$ cat config.mk
export PLATFORM = sky130hd
export DESIGN_NAME = dual_timer8
export DESIGN_NICKNAME = d
export VERILOG_FILES = /design/src/rtl/dt_pkg.sv /design/src/rtl/dt_mode_fsm.sv /design/src/rtl/dt_capture.sv /design/src/rtl/dt_channel.sv /design/src/rtl/dual_timer8.sv
export SDC_FILE = /design/constraint.sdc
export NUM_CORES = 1
export LEC_CHECK = 0
export ABC_CLOCK_PERIOD_IN_PS = 4600
export BUFFER_PORTS_ARGS = -buffer_cell sky130_fd_sc_hd__buf_2
export CAP_MARGIN = 0
export CORE_ASPECT_RATIO = 1.75
export CORE_UTILIZATION = 45
export DETAILED_ROUTE_END_ITERATION = 10
export GPL_TIMING_DRIVEN = 1
export SYNTH_ARGS = -nofsm -noshare
export SYNTH_HDL_FRONTEND = slang
export SYNTH_SLANG_ARGS = --single-unit
export TNS_END_PERCENT = 30
$ cat constraint.sdc
create_clock -name clk -period 4.6 [get_ports clk]
set_input_delay 0.46 -clock clk [delete_from_list [all_inputs] [get_ports clk]]
set_output_delay 0.46 -clock clk [all_outputs]
set_load 0.01 [all_outputs]
$ cat src/rtl/dt_pkg.sv
package dt_pkg;
    localparam int unsigned NCH   = 2;
    localparam int unsigned CH_LO = 0;
    localparam int unsigned CH_HI = 1;

    localparam int unsigned NFLAG    = 3;
    localparam int unsigned FLAG_A   = 0;
    localparam int unsigned FLAG_B   = 1;
    localparam int unsigned FLAG_OVF = 2;

    localparam logic [2:0] OFF_CTRL = 3'd0;
    localparam logic [2:0] OFF_CSR  = 3'd1;
    localparam logic [2:0] OFF_CMPA = 3'd2;
    localparam logic [2:0] OFF_CMPB = 3'd3;
    localparam logic [2:0] OFF_CNT  = 3'd4;
    localparam logic [2:0] OFF_CAP  = 3'd5;

    localparam logic [2:0] CLK_STOP = 3'b000;
    localparam logic [2:0] CLK_JOIN = 3'b100;

    typedef enum logic [1:0] {CLR_NONE, CLR_ON_A, CLR_ON_B_CAP, CLR_RSVD} clr_sel_e;
    typedef enum logic [1:0] {OUT_KEEP, OUT_LOW, OUT_HIGH, OUT_TOGGLE} out_sel_e;
    typedef enum logic [1:0] {EDGE_NONE, EDGE_RISE, EDGE_FALL, EDGE_BOTH} edge_sel_e;
    typedef enum logic {MODE_SPLIT, MODE_JOINED} mode_e;

    function automatic logic clear_hit(clr_sel_e sel, logic hit_a, logic hit_b_cap);
        logic r;
        unique case (sel)
            CLR_ON_A:     r = hit_a;
            CLR_ON_B_CAP: r = hit_b_cap;
            default:      r = 1'b0;
        endcase
        return r;
    endfunction
endpackage

$ cat src/rtl/dt_mode_fsm.sv
module dt_mode_fsm
    import dt_pkg::*;
(
    input  logic       clk,
    input  logic       rst_n,
    input  logic [2:0] hi_clk_sel,
    output mode_e      mode
);
    mode_e state_q;
    mode_e state_d;
    logic  join_req;

    assign join_req = (hi_clk_sel == CLK_JOIN);

    always_ff @(posedge clk) begin
        if (!rst_n) state_q <= MODE_SPLIT;
        else        state_q <= state_d;
    end

    always_comb begin
        state_d = state_q;
        unique case (state_q)
            MODE_SPLIT:  if (join_req)  state_d = MODE_JOINED;
            MODE_JOINED: if (!join_req) state_d = MODE_SPLIT;
            default:     state_d = MODE_SPLIT;
        endcase
    end

    assign mode = state_q;
endmodule

$ cat src/rtl/dt_capture.sv
module dt_capture
    import dt_pkg::*;
(
    input  logic      clk,
    input  logic      rst_n,
    input  logic      cap_in,
    input  edge_sel_e edge_sel,
    input  logic      enable,
    output logic      cap_evt
);
    logic prev_q;
    logic rise;
    logic fall;

    always_ff @(posedge clk) begin
        if (!rst_n) prev_q <= 1'b0;
        else        prev_q <= cap_in;
    end

    assign rise = cap_in & ~prev_q;
    assign fall = ~cap_in & prev_q;

    always_comb begin
        cap_evt = 1'b0;
        unique case (edge_sel)
            EDGE_NONE: cap_evt = 1'b0;
            EDGE_RISE: cap_evt = enable & rise;
            EDGE_FALL: cap_evt = enable & fall;
            EDGE_BOTH: cap_evt = enable & (rise | fall);
            default:   cap_evt = 1'b0;
        endcase
    end
endmodule

$ cat src/rtl/dt_channel.sv
module dt_channel
    import dt_pkg::*;
#(
    parameter int W = 8
) (
    input  logic             clk,
    input  logic             rst_n,
    input  logic             wr_en,
    input  logic             rd_en,
    input  logic             sel,
    input  logic [2:0]       reg_addr,
    input  logic [W-1:0]     wdata,
    output logic [W-1:0]     rdata,
    input  logic             inc,
    input  logic             clr,
    input  logic             evt_a,
    input  logic             evt_b,
    input  logic             evt_cap,
    input  logic             evt_ovf,
    input  logic [W-1:0]     cap_val,
    output logic [W-1:0]     cnt,
    output logic [W-1:0]     cmp_a,
    output logic [W-1:0]     cmp_b,
    output logic [2:0]       clk_sel,
    output clr_sel_e         clr_sel,
    output out_sel_e         out_sel,
    output edge_sel_e        edge_sel,
    output logic             cap_en,
    output logic [NFLAG-1:0] flags,
    output logic             pin
);
    logic [W-1:0] ctrl_q;
    logic [W-1:0] cfg_q;
    logic [W-1:0] cmpa_q;
    logic [W-1:0] cmpb_q;
    logic [W-1:0] cnt_q;
    logic [W-1:0] cap_q;
    logic         pin_q;
    logic         wr_hit;
    logic         csr_wr;
    logic         csr_rd;
    logic [NFLAG-1:0] set_vec;

    assign wr_hit  = wr_en & sel;
    assign csr_wr  = wr_hit & (reg_addr == OFF_CSR);
    assign csr_rd  = rd_en & sel & (reg_addr == OFF_CSR);
    assign set_vec = {evt_ovf, evt_b | evt_cap, evt_a};

    always_ff @(posedge clk) begin
        if (!rst_n) begin
            ctrl_q <= '0;
            cfg_q  <= '0;
            cmpa_q <= '0;
            cmpb_q <= '0;
        end else if (wr_hit) begin
            if (reg_addr == OFF_CTRL) ctrl_q <= wdata;
            if (reg_addr == OFF_CSR)  cfg_q  <= {wdata[W-1:NFLAG], {NFLAG{1'b0}}};
            if (reg_addr == OFF_CMPA) cmpa_q <= wdata;
            if (reg_addr == OFF_CMPB) cmpb_q <= wdata;
        end
    end

    always_ff @(posedge clk) begin
        if (!rst_n)                              cnt_q <= '0;
        else if (wr_hit && reg_addr == OFF_CNT)  cnt_q <= wdata;
        else if (clr)                            cnt_q <= '0;
        else if (inc)                            cnt_q <= cnt_q + 1'b1;
    end

    always_ff @(posedge clk) begin
        if (!rst_n)       cap_q <= '0;
        else if (evt_cap) cap_q <= cap_val;
    end

    for (genvar i = 0; i < NFLAG; i++) begin : g_flag
        logic f_q;
        logic arm_q;
        logic clr_req;

        assign clr_req = csr_wr & arm_q & ~wdata[i];

        always_ff @(posedge clk) begin
            if (!rst_n) begin
                f_q   <= 1'b0;
                arm_q <= 1'b0;
            end else begin
                if (set_vec[i])   f_q <= 1'b1;
                else if (clr_req) f_q <= 1'b0;

                if (clr_req && !set_vec[i]) arm_q <= 1'b0;
                else if (csr_rd && f_q)     arm_q <= 1'b1;
            end
        end

        assign flags[i] = f_q;
    end

    assign clk_sel  = ctrl_q[2:0];
    assign clr_sel  = clr_sel_e'(ctrl_q[4:3]);
    assign out_sel  = out_sel_e'(cfg_q[4:3]);
    assign edge_sel = edge_sel_e'(cfg_q[6:5]);
    assign cap_en   = cfg_q[7];
    assign cnt      = cnt_q;
    assign cmp_a    = cmpa_q;
    assign cmp_b    = cmpb_q;

    always_ff @(posedge clk) begin
        if (!rst_n) begin
            pin_q <= 1'b0;
        end else if (evt_a) begin
            unique case (out_sel)
                OUT_KEEP:   pin_q <= pin_q;
                OUT_LOW:    pin_q <= 1'b0;
                OUT_HIGH:   pin_q <= 1'b1;
                OUT_TOGGLE: pin_q <= ~pin_q;
                default:    pin_q <= pin_q;
            endcase
        end
    end

    assign pin = pin_q;

    always_comb begin
        rdata = '0;
        case (reg_addr)
            OFF_CTRL: rdata = ctrl_q;
            OFF_CSR:  rdata = cfg_q | {{(W-NFLAG){1'b0}}, flags};
            OFF_CMPA: rdata = cmpa_q;
            OFF_CMPB: rdata = cmpb_q;
            OFF_CNT:  rdata = cnt_q;
            OFF_CAP:  rdata = cap_q;
            default:  rdata = '0;
        endcase
    end
endmodule

$ cat src/rtl/dual_timer8.sv
module dual_timer8
    import dt_pkg::*;
#(
    parameter int W = 8
) (
    input  logic         clk,
    input  logic         rst_n,
    input  logic         tick,
    input  logic         cap_in,
    input  logic         bus_wr,
    input  logic         bus_rd,
    input  logic [3:0]   bus_addr,
    input  logic [W-1:0] bus_wdata,
    output logic [W-1:0] bus_rdata,
    output logic         out_hi,
    output logic         out_lo
);
    localparam int W2 = 2 * W;

    mode_e            mode_q;
    logic             cap_evt;
    logic [W-1:0]     ch_rdata   [NCH];
    logic [W-1:0]     ch_cnt     [NCH];
    logic [W-1:0]     ch_cmp_a   [NCH];
    logic [W-1:0]     ch_cmp_b   [NCH];
    logic [2:0]       ch_clk_sel [NCH];
    clr_sel_e         ch_clr_sel [NCH];
    out_sel_e         ch_out_sel [NCH];
    edge_sel_e        ch_edge    [NCH];
    logic             ch_cap_en  [NCH];
    logic [NFLAG-1:0] ch_flags   [NCH];
    logic [NCH-1:0]   ch_pin;
    logic [NCH-1:0]   ch_inc;
    logic [NCH-1:0]   ch_clr;
    logic [NCH-1:0]   ch_evt_a;
    logic [NCH-1:0]   ch_evt_b;
    logic [NCH-1:0]   ch_evt_ovf;
    logic [NCH-1:0]   run_split;

    logic [W2-1:0]    cnt16;
    logic [W2-1:0]    cmp16_a;
    logic [W2-1:0]    cmp16_b;
    logic             lo_run;
    logic             hit16_a;
    logic             hit16_b;
    logic             clr16;

    dt_mode_fsm u_mode (
        .clk        (clk),
        .rst_n      (rst_n),
        .hi_clk_sel (ch_clk_sel[CH_HI]),
        .mode       (mode_q)
    );

    dt_capture u_cap (
        .clk      (clk),
        .rst_n    (rst_n),
        .cap_in   (cap_in),
        .edge_sel (ch_edge[CH_HI]),
        .enable   (ch_cap_en[CH_LO]),
        .cap_evt  (cap_evt)
    );

    for (genvar g = 0; g < NCH; g++) begin : g_ch
        assign run_split[g] = tick && (ch_clk_sel[g] != CLK_STOP)
                              && !((g == CH_HI) && (ch_clk_sel[g] == CLK_JOIN));

        dt_channel #(.W(W)) u_ch (
            .clk      (clk),
            .rst_n    (rst_n),
            .wr_en    (bus_wr),
            .rd_en    (bus_rd),
            .sel      (bus_addr[3] == 1'(g)),
            .reg_addr (bus_addr[2:0]),
            .wdata    (bus_wdata),
            .rdata    (ch_rdata[g]),
            .inc      (ch_inc[g]),
            .clr      (ch_clr[g]),
            .evt_a    (ch_evt_a[g]),
            .evt_b    (ch_evt_b[g]),
            .evt_cap  (cap_evt),
            .evt_ovf  (ch_evt_ovf[g]),
            .cap_val  (ch_cnt[g]),
            .cnt      (ch_cnt[g]),
            .cmp_a    (ch_cmp_a[g]),
            .cmp_b    (ch_cmp_b[g]),
            .clk_sel  (ch_clk_sel[g]),
            .clr_sel  (ch_clr_sel[g]),
            .out_sel  (ch_out_sel[g]),
            .edge_sel (ch_edge[g]),
            .cap_en   (ch_cap_en[g]),
            .flags    (ch_flags[g]),
            .pin      (ch_pin[g])
        );
    end

    assign cnt16   = {ch_cnt[CH_HI], ch_cnt[CH_LO]};
    assign cmp16_a = {ch_cmp_a[CH_HI], ch_cmp_a[CH_LO]};
    assign cmp16_b = {ch_cmp_b[CH_HI], ch_cmp_b[CH_LO]};
    assign lo_run  = tick && (ch_clk_sel[CH_LO] != CLK_STOP);
    assign hit16_a = lo_run && (cnt16 == cmp16_a);
    assign hit16_b = lo_run && (cnt16 == cmp16_b);
    assign clr16   = clear_hit(ch_clr_sel[CH_HI], hit16_a, hit16_b | cap_evt);

    always_comb begin
        ch_inc     = '0;
        ch_clr     = '0;
        ch_evt_a   = '0;
        ch_evt_b   = '0;
        ch_evt_ovf = '0;
        unique case (mode_q)
            MODE_SPLIT: begin
                for (int g = 0; g < NCH; g++) begin
                    ch_inc[g]     = run_split[g];
                    ch_evt_a[g]   = run_split[g] && (ch_cnt[g] == ch_cmp_a[g]);
                    ch_evt_b[g]   = run_split[g] && (ch_cnt[g] == ch_cmp_b[g]);
                    ch_clr[g]     = clear_hit(ch_clr_sel[g], ch_evt_a[g],
                                              ch_evt_b[g] | cap_evt);
                    ch_evt_ovf[g] = run_split[g] && (ch_cnt[g] == '1) && !ch_clr[g];
                end
            end
            MODE_JOINED: begin
                ch_inc[CH_LO]     = lo_run;
                ch_inc[CH_HI]     = lo_run && (ch_cnt[CH_LO] == '1);
                ch_clr[CH_LO]     = clr16;
                ch_clr[CH_HI]     = clr16;
                ch_evt_a[CH_LO]   = lo_run && (ch_cnt[CH_LO] == ch_cmp_a[CH_LO]);
                ch_evt_b[CH_LO]   = lo_run && (ch_cnt[CH_LO] == ch_cmp_b[CH_LO]);
                ch_evt_a[CH_HI]   = hit16_a;
                ch_evt_b[CH_HI]   = hit16_b;
                ch_evt_ovf[CH_LO] = lo_run && (ch_cnt[CH_LO] == '1) && !clr16;
                ch_evt_ovf[CH_HI] = lo_run && (cnt16 == '1) && !clr16;
            end
            default: ;
        endcase
    end

    assign bus_rdata = ch_rdata[bus_addr[3]];
    assign out_hi    = ch_pin[CH_HI];
    assign out_lo    = ch_pin[CH_LO];
endmodule

==> results of run 1 <==
-- state kept, by name, summed over array words and instances (netlist names) --
register                cells
g_ch.u_ch.g_flag.f_q        6
g_ch.u_ch.cap_q            16
g_ch.u_ch.ctrl_q           16
g_ch.u_ch.cnt              16
g_ch.u_ch.pin               2
g_ch.u_ch.cfg_q            10
g_ch.u_ch.cmp_b            16
u_cap.prev_q                1
g_ch.u_ch.cmp_a            16
g_ch.u_ch.g_flag.arm_q      6
u_mode.mode                 1
-- synth_stat cells (all sizes together), types with 2 or more instances --
cell	n	area (µm²)
nor2	95	359.1
a221oi	4	35.03
nand4	9	56.30
nor3b	2	15.01
o211a	7	70.07
buf	30	142.6
inv	16	60.05
nor2b	7	43.79
dfxtp	106	2122
a31oi	8	50.05
and2	3	18.77
o21a	5	37.54
o221ai	5	43.79
clkbuf	30	112.6
a311oi	6	52.55
nor4	7	68.82
a32oi	2	17.52
mux2	7	78.83
and3	6	37.54
o211ai	4	30.03
nand3	23	115.1
nand2b	3	18.77
a21oi	49	245.2
nand2	76	285.3
mux2i	67	670.6
nor3	9	50.05
a22o	6	52.55
o21ai	22	110.1
a22oi	13	97.59
xnor2	15	131.4
a211oi	2	15.01
xor2	26	227.7
ha	8	100.1
o31ai	8	83.83
-- path summary, 6_finish.rpt --
path / start / endpoint / slack, ns / cells past startpoint
worst min register to register: g_ch[1].u_ch.cfg_q[3] / g_ch[1].u_ch.cfg_q[3] / 0.47 / 2
worst max register to register: g_ch[1].u_ch.cnt[1] / g_ch[0].u_ch.cnt[5] / 1.64 / 7
worst min-delay path: cap_in / u_cap.prev_q / 0.37 / 3
worst max-delay path: bus_addr[0] / bus_rdata[7] / 1.25 / 7
-- per-stage QoR --
step / setup slack (ns) / cells / total power [W] / util [%]
6_report: 1.249 / 864 / 0.001871 / 50.13
3_5_place_dp: 1.300 / 848 / 0.001126 / 47.82
2_1_floorplan: 2.246 / 704 / 0.001066 / -
3_3_place_gp: 1.430 / 848 / 0.001123 / 47.82
4_1_cts: 1.314 / 864 / 0.001881 / 50.13
5_1_grt: 1.056 / 864 / 0.001927 / 50.13
-- worst max-delay path, cell delays in order --
cell	delay (ns)
buf_2	0.58
nor2b_1	0.45
nor2b_1	0.72
a221oi_1	0.19
o21ai_0	0.15
and2_1	0.18
buf_2	0.14
-- metal layers --
metal / track usage [%] / vias to the layer above
met5: 0 / -
met4: 20.28 / 0
met3: 3.629 / 64
met2: 49.28 / 183
met1: 32.79 / 2557
li1: - / 2464
-- layout make-up --
type	count	share of cell area, %
multi-input cells	522	54.20
flip-flops and latches	106	33.68
clock buffers	11	4.012
well taps	168	3.337
repair buffers	36	3.217
inverters	16	0.9533
clock inverters	5	0.5958
-- cells by family (layout without fill, tap and decap cells) --
logic type | Yosys count | in the layout | share of synthesized area, %
muxes | 75 | 75 | 13.23
AOI/OAI and AO/OA | 152 | 152 | 17.95
DFF | 106 | 106 | 36.37
xor gates and xnor gates | 41 | 41 | 6.155
and+or+nand+nor | 246 | 246 | 19.17
buffers and inverters | 76 | 68 | 5.404
adders and majority gates | 8 | 8 | 1.716
-- report_power, final --
group	total (W)	switching (W)	internal (W)
registers	0.000942	0.0000150	0.000927
logic	0.000166	0.000117	0.0000495
clock network	0.000763	0.000364	0.000399
==> metrics.md, run 1 <==
| Metric | Value |
|---|---|
| Seq/Total Area, Yosys | `36.37%` |
| Antenna cells | `0` |
| Worst skew pair latency | `0.35 ns` |
| Crit path DAT | `2.89 ns` |
| TritonCTS clock tree | `yes` |
| RePlAce Congestion | `0.9158` |
| Max Root-Sink Buffers | `2` |
| Clk sinks | `106` |
| Io pins | `28` |
| GRT Resource Usage Total | `29.07%` |
| Pin count of the biggest net entering global routing | `53` |
| Uppermost routed layer | `met4` |
| Register bit count reported by yosys | `106` |
| Post-DRT Antenna Nets | `0` |
| Worst vdd ir | `193.3 µV` |
| Slew HR | `27.41%` |
| Synth Instances | `704` |
| CP endpoint kind | `output port` |
| Dpl cell area | `0.006010 mm²` |
| Leakage Power | `2.330 nW` |
| Post-layout instance area | `0.006300 mm²` |
| Initial antenna violation count | `0` |
| Period utilisation layout | `72.85%` |
| Number of port buffers | `27` |
| First-pass GRT wire length | `28,810 µm` |
| DRT met1 WL | `7307 µm` |
| CTS resizes | `0` |
| Post-Syn Area per Cell | `8.287 µm²` |
| Synth Warn # | `0` |
| Synthesis-to-layout area growth | `7.978%` |
| FMAX | `0.2984 GHz` |
| Fraction of registers with async set/reset | `0%` |
| Ratio of cells with drive above 1 in the final layout | `11.06%` |
| Final setup viols | `0` |
| Routed wl met3 | `753 µm` |
| Residual DRC | `0` |
| Wire per inst | `21.98 µm` |
| Fill cells | `1,264` |
| Layout Skew | `0.008258 ns` |
| Num rows | `54` |
| Post-layout min period | `3.351 ns` |
| Synth Flop Type | `dfxtp_1` |
| Cts bufs inserted | `9` |
| TritonRoute pass-1 iters | `5` |
| Post-synth EDFFs | `0` |
| Status | `complete, no violations` |
| Commonest non-fill, non-tap cell in the layout | `dfxtp_1` |
| Setup TNS | `0 ns` |
| Final-report max-slew violation count | `0` |
| Initial DRC Count | `386` |
| WP data required | `4.14 ns` |
| Clk slew on worst S/H paths | `0.07 ns` |
| Worst setup SP type | `input port` |
| Post-CTS Setup Inserts | `0` |
| RSZ-0062 raised after global routing | `no` |
| Total number of vias | `5,268` |
| Hold Path Class | `in2reg` |
| Register Area | `0.002122 mm²` |
| # hold bufs at CTS | `0` |
| Syn_nets | `730` |
| Final hold viol count | `0` |
| Final net count | `717` |
| H-tree depth | `3` |
| Number of global-route vias before repair | `5,051` |
| Hold_ws | `0.3711 ns` |
| Max Cap Viol | `0` |
| CORE AREA | `0.01257 mm²` |
| Die Y | `152.6 µm` |
| Clk root buf | `clkbuf_16` |
| Routed WL | `18,990 µm` |
| Pwr dens | `297.0 mW/mm²` |
| Multi-input logic area | `0.003415 mm²` |
| DPL Wire Length | `13,720 µm` |
| Die width | `88.08 µm` |
| Vias per cell | `6.097` |
| GRT overflow | `0` |
| Starting Density | `46.43%` |
| Synth Cell Area | `0.005834 mm²` |
| Maximum fanout along the worst path | `42` |
| Met2 Routed Length | `9547 µm` |
| Netlist cell types | `60` |
| Die area | `0.01344 mm²` |
| Most frequent cells in the layout | `dfxtp_1 (106), nor2_1 (94), nand2_1 (76)` |
| Crit Path Class | `in2out` |
| Worst Tran Pin Value | `1.085 ns` |
No activity file was read; power rests on OpenSTA's default activity.
==> run 2, diff against run 1 <==
--- a/config.mk
+++ b/config.mk
@@ -5,7 +5,7 @@
 export SDC_FILE = /design/constraint.sdc
 export NUM_CORES = 1
 export LEC_CHECK = 0
-export ABC_CLOCK_PERIOD_IN_PS = 4600
+export ABC_CLOCK_PERIOD_IN_PS = 2800
 export BUFFER_PORTS_ARGS = -buffer_cell sky130_fd_sc_hd__buf_2
 export CAP_MARGIN = 0
 export CORE_ASPECT_RATIO = 1.75
==> constraint.sdc (replaced) <==
create_clock -name clk -period 2.8 [get_ports clk]
set_input_delay 0.28 -clock clk [delete_from_list [all_inputs] [get_ports clk]]
set_output_delay 0.28 -clock clk [all_outputs]
set_load 0.01 [all_outputs]
==> metrics.md, run 2 (synthesis gave the netlist of run 1 again) <==
| Metric | Value |
|---|---|
| Status | `complete, no violations (unchanged)` |
| H-tree depth | `3 (unchanged)` |
| TritonCTS clock tree | `yes (unchanged)` |
| Crit Path Class | `reg2reg (was in2out)` |
| Starting Density | `46.43% (unchanged)` |
| Number of port buffers | `27 (unchanged)` |
| Ratio of cells with drive above 1 in the final layout | `14.93% (was 11.06%)` |
| Initial antenna violation count | `0 (unchanged)` |
| Wire per inst | `22.04 µm (was 21.98 µm)` |
| Pwr dens | `474.5 mW/mm² (was 297.0 mW/mm²)` |
| Number of global-route vias before repair | `5,287 (was 5,051)` |
| Post-CTS Setup Inserts | `0 (unchanged)` |
| Final-report max-slew violation count | `0 (unchanged)` |
| Commonest non-fill, non-tap cell in the layout | `dfxtp_1 (unchanged)` |
| Final net count | `751 (was 717)` |
| Die area | `0.01344 mm² (unchanged)` |
| Hold Path Class | `in2reg (unchanged)` |
| Comb pwr share | `9.7% (was 8.9%)` |
| Clk slew on worst S/H paths | `0.07 ns (about the same)` |
| Clock power frac | `40.7% (was 40.8%)` |
| Io pins | `28 (unchanged)` |
| Post-DRT Antenna Nets | `0 (unchanged)` |
| Finished Core Util | `52.24% (was 50.13%)` |
| Max Root-Sink Buffers | `2 (unchanged)` |
| TritonRoute pass-1 iters | `6 (was 5)` |
| Internal power | `0.002314 W (was 0.001376 W)` |
| Final hold viol count | `0 (unchanged)` |
| Routed WL | `19,800 µm (was 18,990 µm)` |
| CP endpoint kind | `register (was output port)` |
| Post-layout instance area | `0.006565 mm² (was 0.006300 mm²)` |
| Pin count of the biggest net entering global routing | `40 (was 53)` |
| Die Y | `152.6 µm (unchanged)` |
| CTS resizes | `0 (unchanged)` |
| CORE AREA | `0.01257 mm² (unchanged)` |
| Setup TNS | `0 ns (unchanged)` |
| GRT overflow | `0 (unchanged)` |
| Num rows | `54 (unchanged)` |
| Final setup viols | `0 (unchanged)` |
| Worst skew pair latency | `0.36 ns (was 0.35 ns)` |
| Period utilisation layout | `91.93%` |
| Fill cells | `1,241 (was 1,264)` |
| Antenna cells | `0 (unchanged)` |
| Post-layout min period | `2.574 ns` |
| First-pass GRT wire length | `30,390 µm (was 28,810 µm)` |
| Initial DRC Count | `406 (was 386)` |
| Die width | `88.08 µm (unchanged)` |
| Leakage Power | `2.507 nW (was 2.330 nW)` |
| DPL Wire Length | `14,800 µm (was 13,720 µm)` |
| Synthesis-to-layout area growth | `12.52% (was 7.978%)` |
| RePlAce Congestion | `1.023 (was 0.9158)` |
| Inst Count DP | `882 (was 848)` |
| GRT Resource Usage Total | `30.70% (was 29.07%)` |
| Total Power | `0.003115 W (was 0.001871 W)` |
| Residual DRC | `0 (unchanged)` |
| Total number of vias | `5,376 (was 5,268)` |
| FMAX | `0.3885 GHz` |
| Clk root buf | `clkbuf_16 (unchanged)` |
| Sequential share of power | `49.6% (was 50.3%)` |
| Switching Share | `25.72% (was 26.48%)` |
| Layout Skew | `0.008464 ns (was 0.008258 ns)` |
| Max Cap Viol | `0 (unchanged)` |
| Worst hold path stage count | `3 (unchanged)` |
| Psw | `0.0008013 W (was 0.0004955 W)` |
| Cts bufs inserted | `9 (unchanged)` |
| Slew HR | `54.70% (was 27.41%)` |
| RSZ-0062 raised after global routing | `no (unchanged)` |
| Crit path DAT | `2.83 ns (was 2.89 ns)` |
| Maximum fanout along the worst path | `10 (was 42)` |
| Worst Tran Pin Value | `0.6770 ns (was 1.085 ns)` |
| Worst vdd ir | `270.9 µV (was 193.3 µV)` |
| Most frequent cells in the layout | `dfxtp_1 (106), nor2_1 (94), nand2_1 (76) (unchanged)` |
| Clk sinks | `106 (unchanged)` |
| Worst setup SP type | `register (was input port)` |
| Fin cells | `898 (was 864)` |
| FF-to-FF path depth | `7 (unchanged)` |
| # hold bufs at CTS | `0 (unchanged)` |
| Dpl cell area | `0.006277 mm² (was 0.006010 mm²)` |
| Vias per cell | `5.987 (was 6.097)` |
| WP data required | `3.05 ns (was 4.14 ns)` |
==> run 2: worst max-delay path: stages (launching register included) <==
cell,delay [ns]
dfxtp_1,0.48
xor2_1,0.13
nor4_1,0.49
nand3_1,0.17
o221ai_1,0.33
a221o_1,0.55
o31ai_1,0.16
o211a_1,0.15
==> run 2: cell type report <==
cell class | count | area (µm²) | area share, %
Inverter | 16 | 60.06 | 0.9148
Timing Repair Buffer | 70 | 470.5 | 7.166
Clock buffer | 11 | 232.7 | 3.545
Tap cell | 168 | 210.2 | 3.202
Clock inverter | 5 | 55.05 | 0.8386
Multi-Input combinational cell | 522 | 3415 | 52.01
Sequential cell | 106 | 2122 | 32.32
==> run 2: path summary, 6_finish.rpt <==
kind	from	to	slack, ns
worst max-delay path	g_ch[1].u_ch.cnt[6]	g_ch[0].u_ch.cnt[1]	0.23
worst min-delay path	cap_in	u_cap.prev_q	0.19
worst max register to register	g_ch[1].u_ch.cnt[6]	g_ch[0].u_ch.cnt[1]	0.23
worst min register to register	g_ch[1].u_ch.ctrl_q[2]	u_mode.mode	0.45
==> run 2: power groups by stage <==
stage / Clock, W / Combinational (W) / Sequential (W)
after floorplan: 0 / 0.000185 / 0.00157
after global placement: 0 / 0.000297 / 0.00158
after detailed placement: 0 / 0.000299 / 0.00158
after CTS: 0.00129 / 0.000300 / 0.00154
after global routing: 0.00135 / 0.000322 / 0.00154
final: 0.00127 / 0.000303 / 0.00154
==> run 2: stage by stage <==
| step | hold WS, ns | setup slack, ns |
|---|---|---|
| finish | 0.1895 | 0.2260 |
| global route | 0.1899 | 0.04286 |
| CTS | 0.1856 | 0.2545 |
| detailed placement | 0.4440 | 0.2296 |
| global placement | 0.4414 | 0.2787 |
| floorplan | 0.4204 | 0.6265 |
==> run 2: metal layers <==
layer	vias up	global-route usage (%)	part of all wire, %
met3	83	4.063	5.5
met2	235	51.35	50
met1	2540	34.36	36
li1	2518	-	-
met4	0	23.20	8.1
met5	-	0	0
==> run 3, diff against run 2 <==
--- a/config.mk
+++ b/config.mk
@@ -6,8 +6,8 @@
 export NUM_CORES = 1
 export LEC_CHECK = 0
 export ABC_CLOCK_PERIOD_IN_PS = 2800
-export BUFFER_PORTS_ARGS = -buffer_cell sky130_fd_sc_hd__buf_2
-export CAP_MARGIN = 0
+export BUFFER_PORTS_ARGS = -buffer_cell sky130_fd_sc_hd__buf_4
+export CAP_MARGIN = 10
 export CORE_ASPECT_RATIO = 1.75
 export CORE_UTILIZATION = 45
 export DETAILED_ROUTE_END_ITERATION = 10
==> metrics.md, run 3 (synthesis gave the netlist of run 1 again) <==
| Metric | Value |
|---|---|
| Critical-path cell list | `xor2_1, nor4_1, nand3_1, o221ai_1, a221o_1, o31ai_1, o211a_1 (unchanged)` |
| Die width | `88.08 µm (unchanged)` |
| Hold Path Class | `in2reg (unchanged)` |
| Leakage Power | `2.502 nW (was 2.507 nW)` |
| TritonRoute pass-1 iters | `6 (unchanged)` |
| Most frequent cells in the layout | `dfxtp_1 (106), nor2_1 (94), nand2_1 (76) (unchanged)` |
| Status | `complete, no violations (unchanged)` |
| Worst Tran Pin Value | `0.7182 ns (was 0.6770 ns)` |
| Clk root buf | `clkbuf_16 (unchanged)` |
| Commonest non-fill, non-tap cell in the layout | `dfxtp_1 (unchanged)` |
| Max Cap Viol | `0 (unchanged)` |
| Cts bufs inserted | `9 (unchanged)` |
| FMAX | `0.3820 GHz (was 0.3885 GHz)` |
| Pin count of the biggest net entering global routing | `43 (was 40)` |
| Initial DRC Count | `451 (was 406)` |
| Starting Density | `46.43% (unchanged)` |
| Io pins | `28 (unchanged)` |
| WP data required | `3.04 ns (was 3.05 ns)` |
| RR Endpoint | `g_ch[0].u_ch.cnt[1] (unchanged)` |
| Setup TNS | `0 ns (unchanged)` |
| Routed WL | `19,790 µm (was 19,800 µm)` |
| Final hold viol count | `0 (unchanged)` |
| DPL Wire Length | `14,540 µm (was 14,800 µm)` |
| Pwr dens | `467.7 mW/mm² (was 474.5 mW/mm²)` |
| CP Capture Point | `g_ch[0].u_ch.cnt[1] (unchanged)` |
| Number of global-route vias before repair | `5,259 (was 5,287)` |
| Clk sinks | `106 (unchanged)` |
| Wire per inst | `22.13 µm (was 22.04 µm)` |
| Worst skew pair latency | `0.35 ns (was 0.36 ns)` |
| TritonCTS clock tree | `yes (unchanged)` |
| CTS resizes | `0 (unchanged)` |
| Max Root-Sink Buffers | `2 (unchanged)` |
| Worst setup SP type | `register (unchanged)` |
| GRT Resource Usage Total | `30.41% (was 30.70%)` |
| Final setup viols | `0 (unchanged)` |
| CP endpoint kind | `register (unchanged)` |
| Crit path max-delay cell type | `a221o_1 (unchanged)` |
| H-tree depth | `3 (unchanged)` |
| Max stage delay on crit path | `0.55 ns (about the same)` |
| Min-delay src | `cap_in (unchanged)` |
| Ratio of cells with drive above 1 in the final layout | `14.74% (was 14.93%)` |
| Vias per cell | `6.035 (was 5.987)` |
| GRT overflow | `0 (unchanged)` |
| CP top delay family | `compound AO/OA/AOI/OAI gates (unchanged)` |
| Antenna cells | `0 (unchanged)` |
| Worst hold path stage count | `3 (unchanged)` |
| Post-CTS Setup Inserts | `0 (unchanged)` |
| Post-layout instance area | `0.006580 mm² (was 0.006565 mm²)` |
| FF-to-FF path depth | `7 (unchanged)` |
| Crit path DAT | `2.86 ns (was 2.83 ns)` |
| Critical path depth | `7 (unchanged)` |
| Final-report max-slew violation count | `0 (unchanged)` |
| Period utilisation layout | `93.49% (was 91.93%)` |
| Synthesis-to-layout area growth | `12.78% (was 12.52%)` |
| Num rows | `54 (unchanged)` |
| Die area | `0.01344 mm² (unchanged)` |
| CP Buf/Inv Count | `0 (unchanged)` |
| Number of port buffers | `27 (unchanged)` |
| Initial antenna violation count | `0 (unchanged)` |
| Dpl cell area | `0.006302 mm² (was 0.006277 mm²)` |
| Crit Path Class | `reg2reg (unchanged)` |
| Final net count | `747 (was 751)` |
| Total number of vias | `5,395 (was 5,376)` |
| # hold bufs at CTS | `0 (unchanged)` |
| Post-DRT Antenna Nets | `0 (unchanged)` |
| Flop-to-flop setup slack | `0.18 ns (was 0.23 ns)` |
| Total Power | `0.003077 W (was 0.003115 W)` |
| Critical path origin | `g_ch[1].u_ch.cnt[3] (was g_ch[1].u_ch.cnt[6])` |
| Worst vdd ir | `369.5 µV (was 270.9 µV)` |
| Worst r2r src | `g_ch[1].u_ch.cnt[3] (was g_ch[1].u_ch.cnt[6])` |
| Slew HR | `51.91% (was 54.70%)` |
| CORE AREA | `0.01257 mm² (unchanged)` |
| Residual DRC | `0 (unchanged)` |
| First-pass GRT wire length | `30,090 µm (was 30,390 µm)` |
| Maximum fanout along the worst path | `10 (unchanged)` |
| RSZ-0062 raised after global routing | `no (unchanged)` |
| Die Y | `152.6 µm (unchanged)` |
| Clk slew on worst S/H paths | `0.08 ns (was 0.07 ns)` |
| Finished Core Util | `52.36% (was 52.24%)` |
| Layout Skew | `0.007992 ns (was 0.008464 ns)` |
| RePlAce Congestion | `1.014 (was 1.023)` |
| Post-layout min period | `2.618 ns (was 2.574 ns)` |
## run 3: cell count changes in the layout (fill, tap and decap cells not counted), sizes merged
cell / delta
buf: -4
bufinv: -1
clkbuf: -2
clkinv: +1
clkinvlp: -1
inv: +3
## run 3: per-stage QoR
| stage | std cells | worst slack (ns) | hold slack (ns) |
|---|---|---|---|
| floorplan | 704 | 0.6265 | 0.4204 |
| global placement | 878 | 0.3066 | 0.4424 |
| detailed placement | 878 | 0.2579 | 0.4440 |
| CTS | 894 | 0.2383 | 0.1896 |
| global route | 894 | 0.02560 | 0.2156 |
| finish | 894 | 0.1823 | 0.1880 |
## run 3: how the worst min path moves through the flow
stage / end / slack [ns]
6_report: u_cap.prev_q / 0.19
2_1_floorplan: u_cap.prev_q / 0.42
5_1_grt: u_cap.prev_q / 0.22
3_3_place_gp: g_ch[0].u_ch.cfg_q[6] / 0.44
3_5_place_dp: g_ch[0].u_ch.cfg_q[6] / 0.44
4_1_cts: u_cap.prev_q / 0.19
## run 3: final cells by class
cell class | instances | area [µm²]
clock buffer | 9 | 225.2
clock inverter | 7 | 52.55
fill | 1245 | 5987
inverter | 16 | 60.06
multi-input combinational | 522 | 3415
sequential | 106 | 2122
tap | 168 | 210.2
timing repair buffer | 66 | 495.5
## run 3: power by group
| group | internal (W) | switching, W | leakage, nW | total, W |
|---|---|---|---|---|
| combinational | 0.000104 | 0.000205 | 1.51 | 0.000309 |
| sequential | 0.00152 | 0.0000193 | 0.855 | 0.00154 |
| clock | 0.000613 | 0.000614 | 0.137 | 0.00123 |
| total | 0.00224 | 0.000839 | 2.50 | 0.00308 |
## run 3: metal layers
layer / GRT usage (%) / up-vias / routed length (µm)
li1: - / 2509 / -
met1: 34.34 / 2579 / 7446
met2: 51.02 / 234 / 9904
met3: 4.225 / 73 / 919
met4: 21.66 / 0 / 1518
met5: 0 / - / 0
## run 3: tightest hold or removal path, stage by stage
cell and delay, ns:
buf_4 0.09, inv_1 0.05, nor2_1 0.09
